### config.mk
export PLATFORM = sky130hd
export DESIGN_NAME = rx_fc_counter
export DESIGN_NICKNAME = d
export VERILOG_FILES = /design/src/rtl/rxfc_pkg.sv /design/src/rtl/rxfc_regs.sv /design/src/rtl/rxfc_slot.sv /design/src/rtl/rx_fc_counter.sv
export SDC_FILE = /design/constraint.sdc
export NUM_CORES = 1
export LEC_CHECK = 0
export ABC_AREA = 1
export ABC_CLOCK_PERIOD_IN_PS = 5000
export BUFFER_PORTS_ARGS = -buffer_cell sky130_fd_sc_hd__buf_2
export CAP_MARGIN = 10
export CORE_ASPECT_RATIO = 0.75
export CORE_MARGIN = 5
export CORE_UTILIZATION = 40
export DETAILED_ROUTE_END_ITERATION = 10
export SLEW_MARGIN = 20
export SYNTH_ARGS = -nofsm -noshare
export SYNTH_HDL_FRONTEND = slang
export SYNTH_SLANG_ARGS = --single-unit
### constraint.sdc
create_clock -name clk -period 5 [get_ports clk]
set_input_delay 0 -clock clk [delete_from_list [all_inputs] [get_ports clk]]
set_output_delay 0 -clock clk [all_outputs]
set_load 0.1 [all_outputs]
### src/rtl/rxfc_pkg.sv
package rxfc_pkg;

  // Strobes from register control to one slot datapath
  typedef struct packed {
    logic slotEn;
    logic addStb;
    logic forceStb;
  } slotCtl_t;

  localparam int FORCE_BIT   = 31;
  localparam int CHCNT_LSB   = 24;
  localparam int CHCNT_W     = 4;
  localparam int SLOT_STRIDE = 12;

  function automatic int loOffset(input int s);
    return 4 + SLOT_STRIDE * s;
  endfunction

  function automatic int hiOffset(input int s);
    return 8 + SLOT_STRIDE * s;
  endfunction

  function automatic int allocOffset(input int s);
    return 12 + SLOT_STRIDE * s;
  endfunction

endpackage

### src/rtl/rxfc_regs.sv
module rxfc_regs
  import rxfc_pkg::*;
#(
  parameter int NUM_SLOTS = 4,
  parameter int CNT_W     = 8,
  parameter int ADDR_W    = 8,
  parameter int DATA_W    = 32
) (
  input  logic                                clk,
  input  logic                                rstN,
  input  logic                                regWrEn,
  input  logic [ADDR_W-1:0]                   regAddr,
  input  logic [DATA_W-1:0]                   regWrData,
  output logic [DATA_W-1:0]                   regRdData,
  input  logic [NUM_SLOTS-1:0][CNT_W-1:0]     slotCount,
  output slotCtl_t [NUM_SLOTS-1:0]            slotCtl,
  output logic [CNT_W-1:0]                    addVal,
  output logic [NUM_SLOTS-1:0][CNT_W-1:0]     loThr,
  output logic [NUM_SLOTS-1:0][CNT_W-1:0]     hiThr
);

  localparam logic [ADDR_W-1:0] CFG_ADDR = '0;

  logic                 ctrlEn;
  logic [NUM_SLOTS-1:0] slotEnR;
  logic [CHCNT_W-1:0]   chanCnt;
  logic [NUM_SLOTS-1:0] addVec;
  logic                 unusedWrBits;

  assign unusedWrBits = ^regWrData;
  assign addVal       = regWrData[CNT_W-1:0];

  wire cfgWr = regWrEn && (regAddr == CFG_ADDR);

  always_ff @(posedge clk or negedge rstN) begin
    if (!rstN) begin
      ctrlEn  <= 1'b0;
      slotEnR <= '0;
      chanCnt <= '0;
    end else if (cfgWr) begin
      ctrlEn  <= regWrData[0];
      slotEnR <= regWrData[NUM_SLOTS:1];
      chanCnt <= regWrData[CHCNT_LSB +: CHCNT_W];
    end
  end

  for (genvar s = 0; s < NUM_SLOTS; s++) begin : g_slot
    localparam logic [ADDR_W-1:0] LO_A = ADDR_W'(loOffset(s));
    localparam logic [ADDR_W-1:0] HI_A = ADDR_W'(hiOffset(s));
    localparam logic [ADDR_W-1:0] AL_A = ADDR_W'(allocOffset(s));

    always_ff @(posedge clk or negedge rstN) begin
      if (!rstN) begin
        loThr[s] <= '0;
        hiThr[s] <= '0;
      end else if (regWrEn) begin
        if (regAddr == LO_A) loThr[s] <= regWrData[CNT_W-1:0];
        if (regAddr == HI_A) hiThr[s] <= regWrData[CNT_W-1:0];
      end
    end

    wire allocWr = regWrEn && (regAddr == AL_A);
    assign addVec[s]           = allocWr && !regWrData[FORCE_BIT];
    assign slotCtl[s].addStb   = addVec[s];
    assign slotCtl[s].forceStb = allocWr && regWrData[FORCE_BIT];
    assign slotCtl[s].slotEn   = slotEnR[s];
  end

  always_comb begin
    regRdData = '0;
    if (regAddr == CFG_ADDR) begin
      regRdData[0]                    = ctrlEn;
      regRdData[NUM_SLOTS:1]          = slotEnR;
      regRdData[CHCNT_LSB +: CHCNT_W] = chanCnt;
    end
    for (int s = 0; s < NUM_SLOTS; s++) begin
      if (regAddr == ADDR_W'(loOffset(s)))    regRdData[CNT_W-1:0] = loThr[s];
      if (regAddr == ADDR_W'(hiOffset(s)))    regRdData[CNT_W-1:0] = hiThr[s];
      if (regAddr == ADDR_W'(allocOffset(s))) regRdData[CNT_W-1:0] = slotCount[s];
    end
  end

  AST_ONE_SLOT_ADD: assert property (@(posedge clk) disable iff (!rstN)
    $onehot0(addVec));

endmodule

### src/rtl/rxfc_slot.sv
module rxfc_slot
  import rxfc_pkg::*;
#(
  parameter int CNT_W = 8
) (
  input  logic             clk,
  input  logic             rstN,
  input  slotCtl_t         ctl,
  input  logic [CNT_W-1:0] addVal,
  input  logic             consume,
  input  logic [CNT_W-1:0] loThr,
  input  logic [CNT_W-1:0] hiThr,
  output logic [CNT_W-1:0] count,
  output logic             pause
);

  localparam logic [CNT_W:0] MAX_WIDE = {1'b0, {CNT_W{1'b1}}};

  logic [CNT_W:0]   sumWide;
  logic [CNT_W:0]   decWide;
  logic [CNT_W-1:0] nxtCnt;

  always_comb begin
    sumWide = {1'b0, count} + (ctl.addStb ? {1'b0, addVal} : '0);
    if (consume && (sumWide != '0)) decWide = sumWide - 1'b1;
    else                            decWide = sumWide;
    nxtCnt = (decWide > MAX_WIDE) ? MAX_WIDE[CNT_W-1:0] : decWide[CNT_W-1:0];
  end

  always_ff @(posedge clk or negedge rstN) begin
    if (!rstN) begin
      count <= '0;
      pause <= 1'b0;
    end else if (ctl.forceStb) begin
      count <= '0;
      pause <= 1'b0;
    end else if (ctl.slotEn) begin
      count <= nxtCnt;
      if (nxtCnt < loThr)       pause <= 1'b1;
      else if (nxtCnt >= hiThr) pause <= 1'b0;
    end else begin
      pause <= 1'b0;
    end
  end

  AST_FORCE_IDLE: assert property (@(posedge clk) disable iff (!rstN)
    ctl.forceStb |=> (count == '0) && !pause);

  AST_FROZEN_OFF: assert property (@(posedge clk) disable iff (!rstN)
    (!ctl.slotEn && !ctl.forceStb) |=> $stable(count) && !pause);

  AST_NO_UNDERFLOW: assert property (@(posedge clk) disable iff (!rstN)
    (ctl.slotEn && consume && (count == '0) && !ctl.addStb) |=> (count == '0));

  AST_PAUSE_ON_LOW: assert property (@(posedge clk) disable iff (!rstN)
    $rose(pause) |-> (count < $past(loThr)));

  AST_RESUME_ON_HIGH: assert property (@(posedge clk) disable iff (!rstN)
    ($fell(pause) && $past(ctl.slotEn) && !$past(ctl.forceStb)) |-> (count >= $past(hiThr)));

endmodule

### src/rtl/rx_fc_counter.sv
module rx_fc_counter
  import rxfc_pkg::*;
#(
  parameter int NUM_SLOTS = 4,
  parameter int CNT_W     = 8,
  parameter int ADDR_W    = 8,
  parameter int DATA_W    = 32
) (
  input  logic                 clk,
  input  logic                 rstN,
  input  logic                 regWrEn,
  input  logic [ADDR_W-1:0]    regAddr,
  input  logic [DATA_W-1:0]    regWrData,
  output logic [DATA_W-1:0]    regRdData,
  input  logic [NUM_SLOTS-1:0] consume,
  output logic [NUM_SLOTS-1:0] pause
);

  slotCtl_t [NUM_SLOTS-1:0]        slotCtl;
  logic [CNT_W-1:0]                addVal;
  logic [NUM_SLOTS-1:0][CNT_W-1:0] loThr;
  logic [NUM_SLOTS-1:0][CNT_W-1:0] hiThr;
  logic [NUM_SLOTS-1:0][CNT_W-1:0] slotCount;

  rxfc_regs #(
    .NUM_SLOTS(NUM_SLOTS), .CNT_W(CNT_W), .ADDR_W(ADDR_W), .DATA_W(DATA_W)
  ) u_regs (
    .clk(clk), .rstN(rstN), .regWrEn(regWrEn), .regAddr(regAddr),
    .regWrData(regWrData), .regRdData(regRdData), .slotCount(slotCount),
    .slotCtl(slotCtl), .addVal(addVal), .loThr(loThr), .hiThr(hiThr)
  );

  for (genvar s = 0; s < NUM_SLOTS; s++) begin : g_dp
    rxfc_slot #(.CNT_W(CNT_W)) u_slot (
      .clk(clk), .rstN(rstN), .ctl(slotCtl[s]), .addVal(addVal),
      .consume(consume[s]), .loThr(loThr[s]), .hiThr(hiThr[s]),
      .count(slotCount[s]), .pause(pause[s])
    );
  end

endmodule

After elaboration in Yosys (flattened, before gate mapping). Cells that the tools add are included. Widths: inputs -> output; s select.

Word-level logic and storage cells: 140. Bits of input ports: 47. Output and inout port bits: 36. Flip-flop bits (word level): 109.

Equal/unequal tests: 16. Order comparisons: 12. Reductions and logical operators: 35. Muxes and demuxes: 50. Add/subtract/negate cells: 8.

Operators with widths (count): $mux 8 (28); $eq 8x6->1 const B (5); $add 8x9->9 (4); $gt 9x8->1 const B (4); $mux 9 (4); $reduce_bool 9->1 (4); $sub 9x1->9 const B (4); $eq 8x5->1 const B (4); $ge 8x8->1 (4); $lt 8x8->1 (4); $logic_and 1x1->1 (17); $eq 8x4->1 const B (2); $mux 1 (16); $ne 4x1->1 const B (4); $reduce_and 2->1 (8); $eq 8x3->1 const B (1); $logic_not 8->1 (1); $reduce_bool 2->1 (4); $mux 5 (1); $mux 4 (1); $logic_not 1->1 (1).

Logic depth before layout (Yosys ltp). Gate-level depths: netlist (run 1).

Depth in word-level cells: 15. Gate-level depth with buffers: 32. Depth with buffers taken out: 32.

Cells and area by module. A second synthesis (run 1) with hierarchy kept.

Cell total of the unflattened synthesis: 1478. Area total of the unflattened synthesis: 10164.7 µm².

By module, submodules not included: rxfc_regs (instances 1, seq. area each 1826.8 µm², area each 4043.9 µm², cells an instance 522); rxfc_slot at g_dp[2].u_slot ... (instances 2, seq. area each 225.2 µm², area each 1546.5 µm², cells an instance 245); rxfc_slot at g_dp[1].u_slot (instances 1, seq. area each 225.2 µm², area each 1541.5 µm², cells an instance 231); rxfc_slot at g_dp[0].u_slot (instances 1, seq. area each 225.2 µm², area each 1486.4 µm², cells an instance 235).

Worst setup path after synthesis (run 1). OpenSTA, ideal clock, no wires.

Path type: input port to flip-flop. Start point: input port regAddr[0]. End point: register g_dp[3].u_slot.pause. Cell stages on the path: 29. Arrival time: 3.924 ns. Required time: 4.926 ns. Setup time: 0.074 ns. Path slack: 1.002 ns. Path buffers: 0. Cells stage by stage: inv_1 nand2_1 nor3_1 inv_1 nor4_1 nand3_1 nor2_1 ha_1 fa_1 inv_1 ha_1 inv_1 nor2_1 nand4_2 nand2_2 nand2_1 nand2_2 inv_1 a21oi_1 ha_1 inv_1 a21boi_0 o21a_1 o21ai_0 nand2_1 a21o_1 a21oi_1 o2111ai_1 a21oi_2.

Cells in the longest elaborated chain, start to end: 14. Elaborated cells on any way between the ends: 18. Those cells by class: 2 x add/sub; 3 x order compare; 2 x eq/ne; 6 x mux; 5 x reduce/logical.

RTL lines: start, declared (line rx_fc_counter.sv:12) `input logic [ADDR_W-1:0] regAddr,`; $eq 8x6->1 (*) (line rxfc_regs.sv:62) `wire allocWr = regWrEn && (regAddr == AL_A);`; $logic_and 1x1->1 (*) (line rxfc_regs.sv:62); parallel branches: the longest is 12 deep, another holds $add 8x9->9; end signal, assigned (line rxfc_slot.sv:36) `pause <= 1'b0;`; end signal, assigned (line rxfc_slot.sv:39) `if (nxtCnt < loThr) pause <= 1'b1;`; end signal, assigned (line rxfc_slot.sv:40) `else if (nxtCnt >= hiThr) pause <= 1'b0;`; end, declared (line rxfc_slot.sv:14) `output logic pause`.

Every way passes the cells marked *. A chain may end at the register's enable or synchronous reset.

Worst setup path after layout (run 1).
Start point: input port regAddr[6]. End point: register g_dp[2].u_slot.pause.

Cells in the longest elaborated chain, start to end: 14. Elaborated cells on any way between the ends: 18. Those cells by class: 2 x add/sub; 3 x order compare; 2 x eq/ne; 6 x mux; 5 x reduce/logical.

RTL lines (line): $eq 8x6->1 (*) (rxfc_regs.sv:62); $logic_and 1x1->1 (*) (rxfc_regs.sv:62); parallel branches: the longest is 12 deep, another holds $add 8x9->9; end signal, assigned (rxfc_slot.sv:36); end signal, assigned (rxfc_slot.sv:39); end signal, assigned (rxfc_slot.sv:40); end, declared (rxfc_slot.sv:14).

Marked as above.

==> results of run 1 <==
-- what timing repair did --
item	CTS	global route
endpoints found under the hold margin	59	0
endpoints found under the setup margin	0	1
hold buffers	5	0
gates resized for setup	0	1
-- flip-flops by register name, summed over array words and instances, names as in the netlist --
register	flops
g_dp.u_slot.count	32
g_dp.u_slot.pause	4
u_regs.chanCnt	4
u_regs.ctrlEn	1
u_regs.hiThr	32
u_regs.loThr	32
u_regs.slotEnR	4
-- cells by family after synthesis --
logic type                 after synthesis  share of synthesized area
AOI/OAI and AO/OA                      214                      0.129
other                                    1                   0.000400
DFF                                    109                      0.291
buffers and inverters                  271                      0.118
xor gates and xnor gates                23                     0.0247
adders and majority gates              104                      0.142
and+or+nand+nor                        635                      0.295
-- report_power, final --
group	switching, uW	leakage [uW]	internal, uW
logic	2080	0.00371	1210
clock network	357	0.000142	391
registers	138	0.00147	1030
-- metrics by stage --
step	area [sq um]	std cells	hold slack, ps	util
after CTS	10200	1710	99.5	0.444
after floorplan	9450	1376	-296	-
final	10200	1710	104	0.444
after global routing	10200	1710	109	0.444
after detailed placement	9900	1689	117	0.429
after global placement	9900	1689	114	0.429
-- worst paths after layout --
kind | from | end | slack (ps) | cells after the start
max in group asynchronous | rstN | u_regs.hiThr[16]$_DFFE_PN0P_ | 3550 | 3
worst min register to register | u_regs.loThr[20]$_DFFE_PN0P_ | u_regs.loThr[20]$_DFFE_PN0P_ | 490 | 2
worst max-delay path | regAddr[6] | g_dp[2].u_slot.pause$_DFFE_PN0P_ | 590 | 32
worst min-delay path | regWrData[7] | u_regs.hiThr[15]$_DFFE_PN0P_ | 100 | 3
worst max register to register | g_dp[0].u_slot.count[0]$_DFFE_PN0P_ | g_dp[0].u_slot.pause$_DFFE_PN0P_ | 940 | 21
min in group asynchronous | rstN | g_dp[0].u_slot.pause$_DFFE_PN0P_ | 240 | 2
-- worst reg2reg max path, stage by stage (launching register included) --
cell,delay [ps]
dfrtp_1,410
ha_1,270
fa_1,440
xnor2_1,310
nand3_1,150
nor2_1,270
nand4_1,140
nand2_1,80
nand2_1,80
nand2_4,110
inv_1,80
a21oi_1,180
ha_1,260
inv_1,50
a21boi_0,80
o21a_1,170
o21ai_0,160
nand2_1,70
a21o_1,160
a21oi_1,210
o2111ai_1,140
a21oi_1,180
-- cells in the final DEF (no fill, tap or decap), drive strengths merged, types with 2 or more instances in the layout --
| cell type | netlist | final |
|---|---|---|
| o21ai | 109 | 109 |
| nand4 | 18 | 18 |
| conb | 1 | 20 |
| a21o | 4 | 4 |
| o21a | 4 | 4 |
| a211oi | 5 | 5 |
| nand2 | 388 | 388 |
| nor4 | 3 | 3 |
| clkinv | 1 | 3 |
| ha | 100 | 100 |
| o2111ai | 14 | 14 |
| nor3 | 11 | 11 |
| a21boi | 4 | 4 |
| buf | 25 | 58 |
| dlygate4sd3 | 0 | 5 |
| a21oi | 55 | 55 |
| xor2 | 17 | 17 |
| a221oi | 2 | 2 |
| nand3b | 2 | 2 |
| nor2 | 116 | 116 |
| xnor2 | 6 | 6 |
| fa | 4 | 4 |
| dfrtp | 109 | 109 |
| o22ai | 13 | 13 |
| clkbuf | 20 | 9 |
| clkinvlp | 0 | 2 |
| nand3 | 95 | 95 |
| inv | 225 | 227 |
-- final cells by class --
cell class                      instances  area [sq um]  area share
Clock buffer                            9           225      0.0220
Clock inverter                          7          72.6     0.00708
Inverter                              226           851      0.0830
Multi-Input combinational cell        996          5620       0.548
Sequential cell                       109          2730       0.266
Tap cell                              300           375      0.0366
Timing Repair Buffer                   63           380      0.0371
-- layer usage --
metal / vias to the layer above / global-route usage
met3: 18 / 0.0405
met4: 0 / 0.0350
met1: 3939 / 0.301
met2: 229 / 0.292
met5: - / 0
li1: 4429 / -
==> impl_results.md, run 1 <==
- Pwr/cell area: about 510 nW/um^2
- Layout net count: approximately 1,600
- Clock Tree Root: clkbuf_16
- Post-synth EDFFs: 0
- Ys Warns: 0
- WL met3: roughly 1.8 mm
- Yosys top cell area share: 0.291
- Worst-Skew Late Latency: roughly 360 ps
- Global-route wire length before repair: roughly 42 mm
- Total core area: roughly 23,000 sq um
- Slew @ Worst Pin: roughly 730 ps
- Post-CTS setup repair buffer count: 0
- Ant. Diodes: 0
- Worst Setup End Kind: flip-flop
- Fillcell total: roughly 2,400
- Setup-failing EPs final: 0
- Die Height: between 100 and 150 um
- Crit-path max FO: 9
- Mapped cell area: around 9400 sq um
- Tot Pwr: about 5200 uW
- Final hold vios: 0
- IO Port Bufs: 43
- Setup TNS: 0 ps
- P&R area growth vs syn: 9.29%
- CP delay by family, top: simple AND/OR/NAND/NOR gates
- Seq/Total Area, Yosys: 0.291
- Drt via density: roughly 5
- Post-route clock skew: 4.50 ps
- Share of layout cells above drive strength 1: 0.0865
- Crit-path slowest cell: nand3_1
- Synth async-reset ratio: 1.00
- Total CTS buffers: 9
- Worst slew margin: 0.510
- Hold crit path type: input pin to flip-flop
- DR vias: approximately 8,600
- Synth Area per Inst: slightly below 7 sq um
- Die W: around 190 um
- Max Cap Viol: 0
- DRT Pass-1 Iters: 6
- Wl on met1: around 13 mm
- Critical path required time: about 5300 ps
- DR iter-0 viols: around 660
- Reg clk slew, reported paths: about 80 ps
- Top_reg_cell synth: dfrtp_1
- GRT Residual Overflow: 0
- # DRC: 0
- H-tree depth: 3
- Num ports: 83
- Final period util: 0.882
- GPL Wtd Cong: around 0.86
- Routed WL per cell: about 15 um
- Clock buffer depth: 2
- Distinct cells, synth: 47
- Peak VDD IR: just under 0.2 mV
- Met2 wire len: 11.1 mm
- Gr usage total: 0.197
- Vias in the first global route: just under 8,000
- Leak: approximately 0.0053 uW
- Total routed wirelength: 26.5 mm
- Worst Path Arrival: 4690 ps
- Register bit count reported by yosys: approximately 110
- Cells after synthesis: around 1,400
- CTS tree: done
- Clk sinks: approximately 110
- Max Freq: 227 MHz
- Starting Density: 0.407
- DR top layer: met4
- Fin crit period: 4410 ps
- Largest net degree at the start of global routing: 57
- Dominant cells by area after synthesis: dfrtp_1, nand2_1, ha_1, inv_1, o21ai_0
- Most numerous cell in the Yosys netlist: nand2_1
- Status: finished clean
- WP buf/inv: 5
- Antenna Nets Post-Route: 0
- CP Launch Type: input pin
- Row count: 48
- RSZ-0062 raised after global routing: false
- Slew Viols, Final: 0
- Worst stage delay on the critical path: approximately 350 ps
- CP dominant cell by count: nand2_1
- Die area: ~27,000 sq um
- Initial antenna violation count: 0
- DP Wirelength: about 21 mm
- CP Class: input pin to flip-flop
- Yosys top cell by area: dfrtp_1
- Pre-CTS setup slack: between 200 and 250 ps
- Commonest cells post-synth: nand2_1, inv_1, dfrtp_1
- Fin worst setup slack: about 590 ps
Note: power is estimated with default switching activity, not from simulation.
==> inputs of run 2 (changes only) <==
Settings changed: REMOVE_ABC_BUFFERS set to 1.
==> impl_results.md, run 2 (synthesis gave the netlist of run 1 again) <==
- Setup-failing EPs final: 0 (unchanged)
- Antenna Nets Post-Route: 0 (unchanged)
- Clock Tree Root: clkbuf_16
- FF-to-FF path depth: 21 (unchanged)
- Fillcell total: 2,372 (-2.2%)
- Hold Path Depth: 3 (unchanged)
- Switch share: 0.503 (+0.00790)
- Setup TNS: 0 ps (unchanged)
- DRT Pass-1 Iters: 6 (unchanged)
- Crit-path slowest cell: fa_1
- IO Port Bufs: 43 (unchanged)
- H-tree depth: 3 (unchanged)
- Total core area: 23,100 sq um (unchanged)
- Gate power share: 0.641 (+0.009)
- Max Freq: 228 MHz (+0.32%)
- Hold Crit Endpoint: u_regs.loThr[27]$_DFFE_PN0P_
- CP Launch Type: input pin
- Pre-CTS setup slack: 286 ps (+80.9 ps)
- Max Cap Viol: 0 (unchanged)
- GRT Residual Overflow: 0 (unchanged)
- Crit-path max FO: 9 (unchanged)
- Initial antenna violation count: 0 (unchanged)
- Clock buffer depth: 2 (unchanged)
- Share of layout cells above drive strength 1: 0.0858 (-0.000770)
- Critical path required time: 5270 ps (-20 ps)
- Routed WL per cell: 15.8 um (+1.9%)
- Worst-Skew Late Latency: 350 ps (about the same)
- Final hold vios: 0 (unchanged)
- Worst reg2reg endpoint: g_dp[0].u_slot.pause$_DFFE_PN0P_
- Final period util: 0.879 (-0.00277)
- Pwr/cell area: 511 nW/um^2 (+0.62%)
- Slew @ Worst Pin: 881 ps (+153 ps)
- Row count: 48 (unchanged)
- Clk sinks: 109 (unchanged)
- Most common cell after layout, fill and taps aside: nand2_1
- GPL Wtd Cong: 0.876 (+1.8%)
- # DRC: 0 (unchanged)
- DR iter-0 viols: 732 (+11%)
- Num ports: 83 (unchanged)
- Commonest cells after routing, fill and taps aside: nand2_1, inv_1, dfrtp_1
- Biggest regs: g_dp.u_slot.count x32, u_regs.hiThr x32, u_regs.loThr x32
- Worst slew margin: 0.413 (-0.0972)
- Worst Setup End Kind: flip-flop
- P_sw: 2630 uW (+2.1%)
- Worst reg2reg startpoint: g_dp[0].u_slot.count[0]$_DFFE_PN0P_
- Register share of total power: 0.224 (about the same)
- Ant. Diodes: 0 (unchanged)
- Clock power frac: 0.136 (-0.008)
- CP dominant cell by count: inv_1
- Reg clk slew, reported paths: 80 ps (about the same)
- RSZ-0062 raised after global routing: false
- Starting Density: 0.407 (unchanged)
- Hold wc startpoint: regWrData[3]
- Largest net degree at the start of global routing: 67 (+18%)
- Die area: 26,600 sq um (unchanged)
- Hold crit path type: input pin to flip-flop
- Layout net count: 1,557 (+0.064%)
- P&R area growth vs syn: 9.11%
- Vias in the first global route: 7,914 (+0.41%)
- DR vias: 8,734 (+1.4%)
- Peak VDD IR: 0.275 mV (+41%)
- Total CTS buffers: 9 (unchanged)
- Slew Viols, Final: 0 (unchanged)
- Total routed wirelength: 27.0 mm (+2.0%)
- Die Height: 143 um (unchanged)
- Worst Path Arrival: 4670 ps (-20 ps)
- Post-route clock skew: 7.19 ps (+2.69 ps)
- Global-route wire length before repair: 42.9 mm (+1.3%)
- Status: finished clean
- Die W: 187 um (unchanged)
- Worst stage delay on the critical path: 470 ps (+120 ps)
- Fin worst setup slack: 606 ps (+13.8 ps)
- Drt via density: 5.10 (+1.3%)
- Post-CTS setup repair buffer count: 0 (unchanged)
- Gr usage total: 0.200 (+0.00269)
- Leak: 0.00531 uW (-0.18%)
- CTS tree: done
- Fin crit period: 4390 ps (-13.8 ps)
- Reg-to-reg slack, setup: 950 ps (about the same)
- CP Class: input pin to flip-flop
- DP Wirelength: 21.6 mm (+3.4%)
- Internal power: 2600 uW (-1.1%)
run 2: how the worst max path moves through the flow:
stage / startpoint / end / depth (start not counted)
after floorplan: regAddr[0] / g_dp[3].u_slot.pause$_DFFE_PN0P_ / 29
after global placement: regAddr[0] / g_dp[3].u_slot.pause$_DFFE_PN0P_ / 31
after detailed placement: regAddr[0] / g_dp[3].u_slot.pause$_DFFE_PN0P_ / 31
after CTS: regAddr[7] / g_dp[2].u_slot.pause$_DFFE_PN0P_ / 30
after global routing: regAddr[0] / g_dp[3].u_slot.pause$_DFFE_PN0P_ / 33
final: regAddr[6] / g_dp[2].u_slot.pause$_DFFE_PN0P_ / 30
run 2: stage by stage:
step,cells,cell area (sq um),hold slack (ps),total power [uW],util
after floorplan,1331,9190,-296,3690,-
after global placement,1690,9900,52.9,4420,0.429
after detailed placement,1690,9900,54.2,4490,0.429
after CTS,1711,10200,0.477,5220,0.444
after global routing,1711,10200,47.5,5790,0.444
final,1711,10200,1.26,5220,0.444
run 2: critical path, delay by kind of cell:
family / cells / cell delay, ps
adder cells (fa/ha/maj): 4 / 1120
buffers and inverters: 7 / 600
AO/OA/AOI/OAI: 7 / 1010
AND/OR/NAND/NOR: 12 / 1950
run 2: power groups by stage:
stage	sequential, uW	clock, uW	combinational (uW)
3_3_place_gp	1180	0	3230
3_5_place_dp	1180	0	3310
4_1_cts	1170	713	3340
5_1_grt	1180	750	3860
2_1_floorplan	1150	0	2540
6_report	1170	709	3350
run 2: area by class of cell:
class,instances,area (sq um),area share
repair buffers,64,388,0.0379
flip-flops and latches,109,2730,0.267
clock inverters,5,36.3,0.00355
clock buffers,11,243,0.0237
multi-input cells,996,5610,0.548
inverters,226,851,0.0832
well taps,300,375,0.0367
run 2: repair_timing:
item                                   CTS  global route
endpoints found under the hold margin   47             0
hold buffers                             5             0
gates resized for setup                  0             0
run 2: layer usage:
| layer | vias to the layer above | global-route usage | part of all wire |
|---|---|---|---|
| met3 | 18 | 0.0405 | 0.068 |
| met5 | - | 0 | 0 |
| met4 | 0 | 0.0288 | 0.011 |
| li1 | 4432 | - | - |
| met1 | 4037 | 0.316 | 0.52 |
| met2 | 247 | 0.286 | 0.40 |
==> inputs of run 3 (changes only) <==
--- a/config.mk
+++ b/config.mk
@@ -14,4 +14,5 @@
 export CORE_UTILIZATION = 40
 export DETAILED_ROUTE_END_ITERATION = 10
+export MAX_ROUTING_LAYER = met4
 export REMOVE_ABC_BUFFERS = 1
 export SLEW_MARGIN = 20
==> constraint.sdc (replaced) <==
create_clock -name clk -period 5 [get_ports clk]
set_input_delay 0 -clock clk [delete_from_list [all_inputs] [get_ports clk]]
set_output_delay 0 -clock clk [all_outputs]
set_load 0.005 [all_outputs]
==> impl_results.md, run 3 (synthesis gave the netlist of run 1 again) <==
- FF-to-FF path depth: 21 (unchanged)
- Leak: 0.00531 uW (about the same)
- Hold Path Depth: 3 (unchanged)
- GPL Wtd Cong: 0.906 (+3.4%)
- Clock Tree Root: clkbuf_16
- Largest net degree at the start of global routing: 67 (unchanged)
- Final period util: 0.897 (+0.0186)
- Worst slew margin: 0.401 (-0.0111)
- DR top layer: met4
- Post-CTS setup repair buffer count: 0 (unchanged)
- Tot Pwr: 5120 uW (-1.9%)
- Reg clk slew, reported paths: 80 ps (about the same)
- Clock buffer depth: 2 (unchanged)
- Layout net count: 1,556 (-0.064%)
- Total routed wirelength: 27.2 mm (+0.61%)
- Global-route wire length before repair: 42.8 mm (-0.18%)
- Total CTS buffers: 9 (unchanged)
- Status: finished with violations
- Worst-Skew Late Latency: 360 ps (about the same)
- Initial antenna violation count: 0 (unchanged)
- Worst stage delay on the critical path: 470 ps (about the same)
- Crit-path max FO: 9 (unchanged)
- Met2 wire len: 10.9 mm (+0.73%)
- Slew @ Worst Pin: 891 ps (+9.83 ps)
- Failing checks: hold timing
- Crit-path slowest cell: fa_1
- WL met3: 1.89 mm (+2.0%)
- Wl on met1: 13.9 mm (-0.66%)
- Final hold vios: 1 (+1)
- Commonest cells after routing, fill and taps aside: nand2_1, inv_1, dfrtp_1
- Critical path required time: 5280 ps (about the same)
- Final Core Density: 0.444 (about the same)
- CP dominant cell by count: inv_1
- Gr usage total: 0.207 (+0.00696)
- Die W: 187 um (unchanged)
- Clk sinks: 109 (unchanged)
- Antenna Nets Post-Route: 0 (unchanged)
- DR vias: 8,739 (+0.057%)
- IO Port Bufs: 43 (unchanged)
- Worst Setup End Kind: flip-flop
- Most common cell after layout, fill and taps aside: nand2_1
- Hold crit path type: input pin to flip-flop
- Die area: 26,600 sq um (unchanged)
- # DRC: 0 (unchanged)
- CTS tree: done
- Routed WL per cell: 15.9 um (+0.67%)
- GRT Residual Overflow: 0 (unchanged)
- Starting Density: 0.407 (unchanged)
- Post-route clock skew: 6.72 ps (-0.472 ps)
- Max Cap Viol: 0 (unchanged)
- Max Freq: 223 MHz (-2.1%)
- Total core area: 23,100 sq um (unchanged)
- P&R area growth vs syn: 9.13% (about the same)
- Reg-to-reg slack, setup: 980 ps (+30 ps)
- Fin crit period: 4490 ps (+93.0 ps)
- Worst Path Arrival: 4760 ps (+90 ps)
- CP Launch Type: input pin
- Hold slack: -5.25 ps (-6.51 ps)
- Die Height: 143 um (unchanged)
- Peak VDD IR: 0.219 mV (-20%)
- Biggest regs: g_dp.u_slot.count x32, u_regs.hiThr x32, u_regs.loThr x32
- Setup-failing EPs final: 0 (unchanged)
- Row count: 48 (unchanged)
- DR iter-0 viols: 554 (-24%)
- DP Wirelength: 21.7 mm (+0.54%)
- Pwr/cell area: 501 nW/um^2 (-2.0%)
- CP Class: input pin to flip-flop
- Share of layout cells above drive strength 1: 0.0865 (+0.000770)
- Slew Viols, Final: 0 (unchanged)
- H-tree depth: 3 (unchanged)
- Ant. Diodes: 0 (unchanged)
- DRT Pass-1 Iters: 5 (-1)
- Num ports: 83 (unchanged)
- Drt via density: 5.11 (+0.12%)
- Vias in the first global route: 7,947 (+0.42%)
run 3: cell types whose count changed in the layout (fill, tap and decap cells not counted), sizes merged:
cell / before / now
buf: 59 / 58
clkbuf: 11 / 9
clkinv: 3 / 4
clkinvlp: 3 / 2
inv: 225 / 227
run 3: worst paths after layout:
check / end / from
worst min register to register: u_regs.loThr[14]$_DFFE_PN0P_ / u_regs.loThr[14]$_DFFE_PN0P_
worst max register to register: g_dp[0].u_slot.pause$_DFFE_PN0P_ / g_dp[0].u_slot.count[0]$_DFFE_PN0P_
worst min-delay path: u_regs.loThr[27]$_DFFE_PN0P_ / regWrData[3]
max in group asynchronous: g_dp[2].u_slot.count[7]$_DFFE_PN0P_ / rstN
worst max-delay path: g_dp[2].u_slot.pause$_DFFE_PN0P_ / regAddr[7]
min in group asynchronous: g_dp[0].u_slot.count[7]$_DFFE_PN0P_ / rstN
run 3: worst max-delay path, delay by kind of cell:
kind,cells,cell delay [ps]
compound gates,7,1030
fa+ha+maj,4,1130
buf+inv,7,610
simple gates,12,1970
run 3: final cells by class:
| class | instances | area [sq um] |
|---|---|---|
| Tap cell | 300 | 375 |
| Fill cell | 2429 | 12800 |
| Clock inverter | 7 | 57.6 |
| Inverter | 226 | 851 |
| Clock buffer | 9 | 225 |
| Multi-Input combinational cell | 996 | 5620 |
| Sequential cell | 109 | 2730 |
| Timing Repair Buffer | 63 | 380 |
run 3: where the power goes:
group / switching (uW) / leakage [uW] / internal (uW)
clock: 364 / 0.000134 / 345
sequential: 147 / 0.00147 / 1030
combinational: 2030 / 0.00371 / 1210
total: 2540 / 0.00531 / 2590
run 3: layer usage:
layer	global-route usage	up-vias
li1	-	4427
met1	0.312	4031
met3	0.0380	28
met2	0.288	253
met5	-	-
met4	0.0432	0
run 3: stage by stage:
step / setup TNS (ps) / std cells / worst slack, ps / hold WS (ps) / area (sq um)
floorplan: 0 / 1331 / 1000 / -296 / 9190
global placement: 0 / 1689 / 286 / 58.5 / 9900
detailed placement: 0 / 1689 / 212 / 54.5 / 9900
CTS: 0 / 1710 / 574 / 2.63 / 10200
global route: -31.1 / 1710 / -31.1 / 31.6 / 10200
finish: 0 / 1710 / 513 / -5.25 / 10200
run 3: what timing repair did:
| item | CTS | global route |
|---|---|---|
| resized for setup | 0 | 1 |
| setup endpoints to repair | 0 | 1 |
| endpoints found under the hold margin | 47 | 0 |
| hold buffers | 5 | 0 |
